--- src/rtl/intx_agg_pkg.sv ---
package intx_agg_pkg;
  localparam int unsigned SRC_PER_ROLE = 4;
  localparam int unsigned SRC_TOTAL    = 2 * SRC_PER_ROLE;
  localparam int unsigned BUS_W        = 32;
  localparam int unsigned ADDR_W       = 12;
  localparam int unsigned WEN_SHIFT    = 16;
  localparam logic [ADDR_W-1:0] OFS_STATUS = 12'h008;
  localparam logic [ADDR_W-1:0] OFS_MASK   = 12'h01C;

  typedef enum logic {ROLE_RC = 1'b0, ROLE_EP = 1'b1} role_e;

  function automatic logic [SRC_TOTAL-1:0] role_sel(input role_e r);
    return (r == ROLE_EP) ? {{SRC_PER_ROLE{1'b1}}, {SRC_PER_ROLE{1'b0}}}
                          : {{SRC_PER_ROLE{1'b0}}, {SRC_PER_ROLE{1'b1}}};
  endfunction
endpackage

--- src/rtl/intx_src_capture.sv ---
module intx_src_capture
  import intx_agg_pkg::*;
#(
  parameter int unsigned N = SRC_PER_ROLE
) (
  input  logic           clk,
  input  logic           rst_n,
  input  logic           role_in,
  input  logic [N-1:0]   rx_lvl,
  input  logic [N-1:0]   tx_lvl,
  output logic [2*N-1:0] sts_q,
  output role_e          role_q
);
  always_ff @(posedge clk) begin
    if (!rst_n) begin
      sts_q  <= '0;
      role_q <= ROLE_RC;
    end else begin
      sts_q  <= {tx_lvl, rx_lvl};
      role_q <= role_e'(role_in);
    end
  end
endmodule

--- src/rtl/intx_wen_mask.sv ---
module intx_wen_mask
  import intx_agg_pkg::*;
#(
  parameter int unsigned N     = SRC_TOTAL,
  parameter int unsigned SHIFT = WEN_SHIFT
) (
  input  logic             clk,
  input  logic             rst_n,
  input  logic             wr_hit,
  input  logic [BUS_W-1:0] wdata,
  output logic [N-1:0]     mask_q
);
  for (genvar i = 0; i < N; i++) begin : g_bit
    always_ff @(posedge clk) begin
      if (!rst_n) begin
        mask_q[i] <= 1'b1;
      end else if (wr_hit && wdata[i+SHIFT]) begin
        mask_q[i] <= wdata[i];
      end
    end
  end
endmodule

--- src/rtl/intx_combine.sv ---
module intx_combine
  import intx_agg_pkg::*;
#(
  parameter int unsigned N = SRC_TOTAL
) (
  input  logic [N-1:0] sts,
  input  logic [N-1:0] mask,
  input  role_e        role,
  output logic [N-1:0] sts_vis,
  output logic         irq
);
  always_comb begin
    sts_vis = sts & role_sel(role);
    irq     = |(sts_vis & ~mask);
  end
endmodule

--- src/rtl/intx_aggregator.sv ---
module intx_aggregator
  import intx_agg_pkg::*;
(
  input  logic              clk,
  input  logic              rst_n,
  input  logic              ep_role,
  input  logic [3:0]        intx_in,
  input  logic [3:0]        tx_irq_in,
  input  logic              bus_wr,
  input  logic              bus_rd,
  input  logic [11:0]       bus_addr,
  input  logic [31:0]       bus_wdata,
  output logic [31:0]       bus_rdata,
  output logic              irq_out
);
  logic [SRC_TOTAL-1:0] sts_q;
  logic [SRC_TOTAL-1:0] sts_vis;
  logic [SRC_TOTAL-1:0] mask_q;
  role_e                role_q;
  logic                 mask_wr;
  logic [BUS_W-1:0]     rd_next;

  assign mask_wr = bus_wr && (bus_addr == OFS_MASK);

  intx_src_capture #(.N(SRC_PER_ROLE)) u_cap (
    .clk     (clk),
    .rst_n   (rst_n),
    .role_in (ep_role),
    .rx_lvl  (intx_in),
    .tx_lvl  (tx_irq_in),
    .sts_q   (sts_q),
    .role_q  (role_q)
  );

  intx_wen_mask #(.N(SRC_TOTAL), .SHIFT(WEN_SHIFT)) u_mask (
    .clk    (clk),
    .rst_n  (rst_n),
    .wr_hit (mask_wr),
    .wdata  (bus_wdata),
    .mask_q (mask_q)
  );

  intx_combine #(.N(SRC_TOTAL)) u_comb (
    .sts     (sts_q),
    .mask    (mask_q),
    .role    (role_q),
    .sts_vis (sts_vis),
    .irq     (irq_out)
  );

  always_comb begin
    rd_next = '0;
    if (bus_addr == OFS_STATUS)    rd_next[SRC_TOTAL-1:0] = sts_vis;
    else if (bus_addr == OFS_MASK) rd_next[SRC_TOTAL-1:0] = mask_q;
  end

  always_ff @(posedge clk) begin
    if (!rst_n)      bus_rdata <= '0;
    else if (bus_rd) bus_rdata <= rd_next;
  end
endmodule

--- config.mk ---
export PLATFORM = sky130hd
export DESIGN_NAME = intx_aggregator
export DESIGN_NICKNAME = d
export VERILOG_FILES = /design/src/rtl/intx_agg_pkg.sv /design/src/rtl/intx_src_capture.sv /design/src/rtl/intx_wen_mask.sv /design/src/rtl/intx_combine.sv /design/src/rtl/intx_aggregator.sv
export SDC_FILE = /design/constraint.sdc
export NUM_CORES = 1
export LEC_CHECK = 0
export BUFFER_PORTS_ARGS = -buffer_cell sky130_fd_sc_hd__buf_2
export CAP_MARGIN = 10
export CORE_MARGIN = 5
export CORE_UTILIZATION = 44
export CTS_BUF_LIST = sky130_fd_sc_hd__clkbuf_8 sky130_fd_sc_hd__clkbuf_16
export DETAILED_ROUTE_END_ITERATION = 16
export GPL_ROUTABILITY_DRIVEN = 0
export PLACE_DENSITY = 0.94
export SLEW_MARGIN = 0
export SYNTH_ARGS = -nofsm -noshare
export SYNTH_HDL_FRONTEND = slang
export SYNTH_HIERARCHICAL = 1
export SYNTH_SLANG_ARGS = --single-unit
--- constraint.sdc ---
create_clock -name clk -period 4.3 [get_ports clk]
set_clock_uncertainty 0.05 [all_clocks]
set_input_delay 1.075 -clock clk [delete_from_list [all_inputs] [get_ports clk]]
set_output_delay 1.075 -clock clk [all_outputs]
set_load 0.005 [all_outputs]
==> results.ini, run 1 <==
[run_status]
status=finished clean

[logic_synthesis]
synth_cell_type_count=25
syn_inst=138
postSynth.asyncResetShare_pct=0
synth_edf_count=0
ys_seq_elements=25
ys_warn_count=6
synth_area_um2=1350
synth_flop_cell=dfxtp_1
ys_seq_area_share_pct=37.2
avgSynthCellArea_um2=9.76

[cells_and_area]
final_cells=218
final_cell_mix=buf_2, dfxtp_1, conb_1
mostFrequentLayoutCell=buf_2
nets=243
synthToLayoutAreaGrowth_pct=14.4
num_antenna_cells=0
final_layout_size_suffix_gt1_share_pct=35.7

[floorplan]
initial_utilization_pct=44.8
core-area_um2=3000
dieArea_um2=4270
fp.dieH_um=65.3
die_w_um=65.3
rows=20
pin_count=90

[placed_design]
io_buffers=49
placed_cells=214
hpwl_mm=2.13
pre_cts_slack_ns=1.47

[critical_path]
critPathCaptureType=flip-flop
r2r_end=bus_rdata[5]$_SDFFE_PN0P_
reg2reg_slack_ns=3.11
worstSetupStartpoint=bus_addr[6]
required_ns=4.37
worstPathMaxFanout=16
r2r_cells=3
worstSetupPathType=input port to flip-flop
timing.rr.start=u_cap/role_q$_SDFF_PN0_
start_kind=input port
arrival_ns=2.61

[worst_hold_path]
min-delay-start=u_mask/mask_q[7]$_SDFFE_PN1P_
min_to=u_mask/mask_q[7]$_SDFFE_PN1P_
min_path_cells=2
holdCritPathClass=flip-flop to flip-flop

[clocking]
cts_buffers=3
postCtsHoldBufs=0
postCtsSetupBuffers=0
max-clock-path-buffers=2
clk_pin_slew_ns=0.08
h-tree-depth=1
cts_resized=0
clock_sinks=25
cts_tree=built
root_buffer=clkbuf_8
clock_latency_ns=0.26

[drt]
ant_nets=0
wl_met3_um=272
dr_wl_met2_mm=1.39
drt_first_pass_iters=4
wl_mm=2.73
wl_per_cell_um=12.5
top_layer_used=met4
dr.first_iter.drc_count=7
drc=0
wirelength_met1_mm=1.04
dr_total_vias=1042
via_per_inst=4.78

[global_route]
grt_pass1_wl_mm=4.24
overflow=0
antenna_found_initial=0
first_global_vias=1025
grt_use_total_pct=12.7
grt_max_degree=27

[timing]
fmax_mhz=394
rsz0062_at_grt=false
finalCritPeriodShare_pct=59.0
setup_tns_ns=0
final.min_clock_period_ns=2.54
tightest_slew_ns=0.497
hold_ws_ns=0.500
slew_headroom_pct=66.7
hold_viol=0
setup_viol=0
setup_slack_ns=1.76
slew_violations=0

[job]
drv_cap=0

[power]
cellLeakagePower_nw=0.772
p_per_area_nw_per_um2=267
max-vdd-ir-drop_v=0.000195

final cells by class:
class                   instances  area, um^2
fillers                       289        1460
multi-input cells             105         701
flip-flops and latches         25         500
repair buffers                 49         245
clock buffers                   3        41.3
well taps                      33        41.3
inverters                       2        7.51
clock inverters                 1        3.75
cells in the mapped netlist, types with 2 or more instances:
library cell   n  area share [%]
nor2b_1       16             7.4
a2111oi_2      2             2.2
buf_4         24              13
and3b_2        6             4.5
o21ai_1        2            0.74
a22o_1         8             5.2
a21oi_1        8             3.0
and3b_1        2             1.3
buf_6          3             2.5
a32o_1         8             5.9
nor4_1         2            0.93
dfxtp_1       25              37
nor2b_4        2             2.0
and2_1        13             6.0
o21ai_0        5             1.9
inv_1          2            0.56
clkbuf_2       2            0.74
stage by stage:
stage | power (mW) | util (%) | cell area, um^2
2_1_floorplan | 0.282 | - | 1430
3_5_place_dp | 0.288 | 49.8 | 1500
4_1_cts | 0.413 | 51.3 | 1540
3_3_place_gp | 0.286 | 49.8 | 1500
5_1_grt | 0.433 | 51.3 | 1540
6_report | 0.411 | 51.3 | 1540
routing by layer:
metal	vias up	global-route usage, %
met3	4	4.10
met2	40	22.3
met5	-	0
met1	464	13.8
met4	0	5.70
li1	534	-
sequential cells by signal, summed over array words and instances, names as in the netlist:
register       cells
u_mask/mask_q      8
u_cap/role_q       1
bus_rdata          8
u_cap/sts_q        8
report_power, final:
group / internal (mW) / leakage (nW) / switching (mW)
clock network: 0.0636 / 0.0269 / 0.0640
registers: 0.236 / 0.204 / 0.00306
logic: 0.0235 / 0.541 / 0.0212
critical path: stages:
cell and delay, ns:
buf_2 0.10, nor4_1 0.28, and4b_1 0.43, and3_2 0.43
and3b_2 0.23, o21ai_0 0.08
cell families after synthesis:
logic type / Yosys count / share of synthesized area [%]
multiplexers: 1 / 0.744
buffers and inverters: 31 / 17.2
flip-flops: 25 / 37.2
AND/OR/NAND/NOR: 46 / 25.0
other: 1 / 0.279
AO/OA/AOI/OAI: 34 / 19.6
worst max path at each step:
stage / cells past startpoint / end
detailed placement: 6 / u_mask/mask_q[4]$_SDFFE_PN1P_
CTS: 6 / u_mask/mask_q[4]$_SDFFE_PN1P_
finish: 6 / u_mask/mask_q[4]$_SDFFE_PN1P_
floorplan: 7 / u_mask/mask_q[1]$_SDFFE_PN1P_
global route: 6 / u_mask/mask_q[3]$_SDFFE_PN1P_
global placement: 6 / u_mask/mask_q[4]$_SDFFE_PN1P_
(Power assumes the default switching activity.)
==> inputs of run 2 (changes only) <==
CORE_UTILIZATION = 37   (was 44)
PLACE_DENSITY = 0.85   (was 0.94)
clock period = 2.3 ns   (was 4.3 ns; I/O delays follow)
==> run 2 against run 1 <==
Via count grew 0.38%. Clock-buffer cell count unchanged. Worst hold slack got worse by 0.044 ns. Sequential power rose by 87%. Die area rose by 16%. Flip-flop and latch count is the same. Global-route usage down 1.7 points. Sequential share of layout area is 0.70 points lower. Clock power grew 95%. Final cell count is 7.8% higher. Critical endpoint is now irq_out. Largest power group unchanged. Highest routed layer unchanged.
==> results.ini, run 2 (same netlist as run 1, synthesis figures left out) <==
[cells_and_area]
fin_util_pct=43.7  ; was 51.3%
mostFrequentLayoutCell=buf_2  ; unchanged
num_antenna_cells=0  ; unchanged
final_cells=235  ; was 218
final_layout_size_suffix_gt1_share_pct=36.4  ; was 35.7%
nets=245  ; was 243
synthToLayoutAreaGrowth_pct=16.9  ; was 14.4%
final_cell_mix=buf_2, dfxtp_1, conb_1  ; unchanged
top_regs=bus_rdata (8), u_cap/sts_q (8), u_mask/mask_q (8)  ; unchanged

[global_route]
overflow=0  ; unchanged
antenna_found_initial=0  ; unchanged
grt_pass1_wl_mm=4.36  ; was 4.24 mm
grt_max_degree=17  ; was 27
first_global_vias=958  ; was 1025
grt_use_total_pct=11.0  ; was 12.7%

[worst_hold_path]
min_to=u_cap/sts_q[6]$_SDFF_PN0_  ; was u_mask/mask_q[7]$_SDFFE_PN1P_
holdCritPathClass=input port to flip-flop  ; was flip-flop to flip-flop
min_path_cells=2  ; unchanged
min-delay-start=tx_irq_in[2]  ; was u_mask/mask_q[7]$_SDFFE_PN1P_

[critical_path]
worstPathMaxFanout=3  ; was 16
required_ns=1.67  ; was 4.37 ns
worstSetupPathType=flip-flop to output port  ; was input port to flip-flop
critPathCaptureType=output port  ; was flip-flop
start_kind=flip-flop  ; was input port
r2r_end=bus_rdata[5]$_SDFFE_PN0P_  ; unchanged
r2r_cells=3  ; unchanged
reg2reg_slack_ns=1.04  ; was 3.11 ns
arrival_ns=1.32  ; was 2.61 ns
worstSetupStartpoint=u_mask/mask_q[2]$_SDFFE_PN1P_  ; was bus_addr[6]
timing.rr.start=u_cap/role_q$_SDFF_PN0_  ; unchanged

[drt]
wl_mm=2.85  ; was 2.73 mm
ant_nets=0  ; unchanged
wl_per_cell_um=12.1  ; was 12.5 um
dr_total_vias=1046  ; was 1042
drc=0  ; unchanged
via_per_inst=4.45  ; was 4.78
dr.first_iter.drc_count=32  ; was 7
drt_first_pass_iters=4  ; unchanged

[timing]
setup_slack_ns=0.353  ; was 1.76 ns
tightest_slew_ns=0.532  ; was 0.497 ns
hold_viol=0  ; unchanged
final.min_clock_period_ns=1.95
slew_violations=0  ; unchanged
slew_headroom_pct=64.4  ; was 66.7%
rsz0062_at_grt=false  ; unchanged
fmax_mhz=514
finalCritPeriodShare_pct=84.7
setup_tns_ns=0  ; unchanged
setup_viol=0  ; unchanged

[placed_design]
pre_cts_slack_ns=0.288  ; was 1.47 ns
hpwl_mm=2.22  ; was 2.13 mm
io_buffers=49  ; unchanged
placed_cells=231  ; was 214

[floorplan]
dieArea_um2=4940  ; was 4270 um^2
die_w_um=70.3  ; was 65.3 um
core-area_um2=3610  ; was 3000 um^2
rows=22  ; was 20
pin_count=90  ; unchanged
fp.dieH_um=70.3  ; was 65.3 um
initial_utilization_pct=37.3  ; was 44.8%

[run_status]
status=finished clean  ; unchanged

[clocking]
max-clock-path-buffers=2  ; unchanged
postCtsHoldBufs=0  ; unchanged
cts_resized=0  ; unchanged
clk_pin_slew_ns=0.08  ; about the same
postCtsSetupBuffers=0  ; unchanged
root_buffer=clkbuf_8  ; unchanged
cts_tree=built  ; unchanged
clock_sinks=25  ; unchanged
clock_latency_ns=0.26  ; about the same
cts_buffers=3  ; unchanged
h-tree-depth=1  ; unchanged

[power]
max-vdd-ir-drop_v=0.000281  ; was 0.000195 V
p_per_area_nw_per_um2=497  ; was 267 nW/um^2
cellLeakagePower_nw=0.782  ; was 0.772 nW

[job]
drv_cap=0  ; unchanged

run 2: changes by cell type in the layout (fill, tap and decap cells not counted):
cell / previous run / this run
buf_4: 0 / 2
run 2: worst max path at each step:
stage,endpoint,slack [ns],cells past startpoint
global placement,u_mask/mask_q[4]$_SDFFE_PN1P_,0.30,6
CTS,irq_out,0.33,4
global route,irq_out,0.23,4
floorplan,u_mask/mask_q[1]$_SDFFE_PN1P_,0.44,7
detailed placement,u_mask/mask_q[6]$_SDFFE_PN1P_,0.29,6
finish,irq_out,0.35,4
run 2: cell type report:
| type | count | area, um^2 |
|---|---|---|
| well taps | 48 | 60.1 |
| inverters | 2 | 7.51 |
| repair buffers | 51 | 260 |
| flip-flops and latches | 25 | 500 |
| fillers | 379 | 2030 |
| multi-input cells | 105 | 701 |
| clock buffers | 3 | 41.3 |
| clock inverters | 1 | 3.75 |
run 2: where the power goes:
| group | leakage, nW | switching [mW] | internal [mW] |
|---|---|---|---|
| clock network | 0.0269 | 0.131 | 0.119 |
| logic | 0.551 | 0.0401 | 0.0450 |
| registers | 0.204 | 0.00573 | 0.441 |
run 2: routing by layer:
metal  share of wire [%]  GRT usage (%)  vias up
met5                   0              0        -
met4                 1.4           3.83        0
met3                 7.7           2.30        5
met2                  50           19.6       37
met1                  41           12.8      466
li1                    -              -      538
run 2: critical path: stages (launching register included):
cell and delay (ns):
dfxtp_1 0.42, nor2b_4 0.06, a2111oi_2 0.34, mux2i_1 0.11, buf_2 0.14
run 2: through the flow:
step | area, um^2 | power, mW | hold slack [ns]
6_report | 1570 | 0.782 | 0.457
5_1_grt | 1570 | 0.812 | 0.457
4_1_cts | 1570 | 0.785 | 0.455
3_5_place_dp | 1530 | 0.541 | 0.474
3_3_place_gp | 1530 | 0.539 | 0.466
2_1_floorplan | 1430 | 0.527 | 0.437
==> inputs of run 3 (changes only) <==
CORE_UTILIZATION = 41   (was 37)
PLACE_DENSITY = 0.89   (was 0.85)
clock period = 1.8 ns   (was 2.3 ns; I/O delays follow)
==> run 3 against run 2 <==
Die area down 8.4%. Largest cell class unchanged. Flip-flop and latch count unchanged. Global-route usage up 1.6 points. Worst setup slack worse by 0.30 ns.
==> results.ini, run 3 (same netlist as run 1, synthesis figures left out) <==
[timing]
final.min_clock_period_ns=1.75
slew_violations=0  ; unchanged
rsz0062_at_grt=true  ; was false
fmax_mhz=573
hold_viol=0  ; unchanged
slew_headroom_pct=66.5  ; was 64.4%
finalCritPeriodShare_pct=97.0
tightest_slew_ns=0.501  ; was 0.532 ns
setup_tns_ns=0  ; unchanged
setup_viol=0  ; unchanged

[critical_path]
start_kind=flip-flop  ; unchanged
worstPathCellList=nor2b_4 > a2111oi_4 > mux2i_1 > buf_2  ; was nor2b_4 > a2111oi_2 > mux2i_1 > buf_2
worstSetupStartpoint=u_cap/sts_q[2]$_SDFF_PN0_  ; was u_mask/mask_q[2]$_SDFFE_PN1P_
crit_path_top_delay_cell=dfxtp_1  ; unchanged
crit_path_end=irq_out  ; unchanged
cp.depth=4  ; unchanged
arrival_ns=1.25  ; was 1.32 ns
worstPathMaxFanout=2  ; was 3
worstSetupPathType=flip-flop to output port  ; unchanged
critPathCaptureType=output port  ; unchanged
r2r_end=bus_rdata[5]$_SDFFE_PN0P_  ; unchanged
required_ns=1.30  ; was 1.67 ns
cp_slowest_stage_delay_ns=0.32  ; was 0.42 ns
critPathBufInv=1  ; unchanged
reg2reg_slack_ns=0.57  ; was 1.04 ns
r2r_cells=3  ; unchanged
critPathTopFamily=flip-flops  ; unchanged
timing.rr.start=u_cap/role_q$_SDFF_PN0_  ; unchanged

[floorplan]
fp.dieH_um=67.3  ; was 70.3 um
core-area_um2=3100  ; was 3610 um^2
initial_utilization_pct=43.4  ; was 37.3%
dieArea_um2=4530  ; was 4940 um^2
rows=20  ; was 22
pin_count=90  ; unchanged
die_w_um=67.3  ; was 70.3 um

[cells_and_area]
mostFrequentLayoutCell=buf_2  ; unchanged
num_antenna_cells=0  ; unchanged
nets=245  ; unchanged
seqCellArea_um2=504  ; was 500 um^2
final_layout_size_suffix_gt1_share_pct=38.0  ; was 36.4%
synthToLayoutAreaGrowth_pct=18.7  ; was 16.9%
postLayoutCellArea_um2=1600  ; was 1570 um^2
top_regs=bus_rdata (8), u_cap/sts_q (8), u_mask/mask_q (8)  ; unchanged
multiInputGateArea_um2=726  ; was 701 um^2
fillers=321  ; was 379
final_cell_mix=buf_2, conb_1, dfxtp_1  ; was buf_2, dfxtp_1, conb_1

[global_route]
grt_use_total_pct=12.6  ; was 11.0%
first_global_vias=1009  ; was 958
antenna_found_initial=0  ; unchanged
grt_max_degree=17  ; unchanged
overflow=0  ; unchanged
grt_pass1_wl_mm=4.34  ; was 4.36 mm

[drt]
ant_nets=0  ; unchanged
dr.first_iter.drc_count=26  ; was 32
wl_mm=2.80  ; was 2.85 mm
dr_total_vias=1080  ; was 1046
drc=0  ; unchanged
drt_first_pass_iters=4  ; unchanged
via_per_inst=4.68  ; was 4.45
wl_per_cell_um=12.1  ; about the same

[job]
drv_cap=0  ; unchanged

[clocking]
cts_buffers=3  ; unchanged
root_buffer=clkbuf_8  ; unchanged
clk_pin_slew_ns=0.08  ; about the same
postCtsHoldBufs=0  ; unchanged
max-clock-path-buffers=2  ; unchanged
clock_latency_ns=0.26  ; about the same
clock_sinks=25  ; unchanged
cts_tree=built  ; unchanged
h-tree-depth=1  ; unchanged

[placed_design]
io_buffers=49  ; unchanged
place_area_um2=1520  ; was 1530 um^2
hpwl_mm=2.22  ; about the same

[worst_hold_path]
holdCritPathClass=input port to flip-flop  ; unchanged

[run_status]
status=finished clean  ; unchanged

[power]
max-vdd-ir-drop_v=0.000348  ; was 0.000281 V
cellLeakagePower_nw=0.788  ; was 0.782 nW
p_per_area_nw_per_um2=616  ; was 497 nW/um^2

-- run 3: metal layers --
metal	wire, um	GRT usage, %
met1	1080	14.2
met2	1370	21.6
met3	305	3.83
met4	38	6.08
met5	0	0
-- run 3: how the worst min path moves through the flow --
| stage | end | startpoint | slack [ns] | depth (start not counted) |
|---|---|---|---|---|
| 5_1_grt | u_cap/role_q$_SDFF_PN0_ | ep_role | 0.33 | 2 |
| 6_report | u_cap/sts_q[1]$_SDFF_PN0_ | intx_in[1] | 0.34 | 2 |
| 3_3_place_gp | u_mask/mask_q[1]$_SDFFE_PN1P_ | u_mask/mask_q[1]$_SDFFE_PN1P_ | 0.47 | 2 |
| 4_1_cts | u_cap/sts_q[1]$_SDFF_PN0_ | intx_in[1] | 0.33 | 2 |
| 2_1_floorplan | u_mask/mask_q[1]$_SDFFE_PN1P_ | u_mask/mask_q[1]$_SDFFE_PN1P_ | 0.44 | 2 |
| 3_5_place_dp | u_mask/mask_q[0]$_SDFFE_PN1P_ | u_mask/mask_q[0]$_SDFFE_PN1P_ | 0.49 | 2 |
-- run 3: per-stage QoR --
step	utilization, %	instances	hold WS (ns)	setup slack (ns)	total power, mW
floorplan	-	161	0.437	0.0687	0.673
global placement	49.1	227	0.474	-0.0836	0.687
detailed placement	49.1	227	0.489	-0.132	0.690
CTS	51.1	231	0.333	0.00736	0.996
global route	51.5	231	0.330	-0.0418	1.04
finish	51.5	231	0.339	0.0536	0.985
-- run 3: area by class of cell --
cell class                 count  share of cell area (%)
clock buffer                   3                    2.58
timing repair buffer          51                    16.3
inverter                       2                   0.470
multi-input combinational    105                    45.4
clock inverter                 1                   0.235
sequential                    25                    31.6
tap                           44                    3.45
-- run 3: what timing repair did --
| item | 4_1_cts | 5_1_grt |
|---|---|---|
| endpoints found under the setup margin | 1 | 1 |
| setup buffers | 0 | 0 |
| resized for setup | 4 | 1 |
| pin swaps | 0 | 1 |
-- run 3: power by group --
group	total (mW)	internal (mW)	switching, mW
Sequential	0.571	0.563	0.00776
Combinational	0.108	0.0574	0.0503
Clock	0.306	0.152	0.154
Total	0.985	0.773	0.212
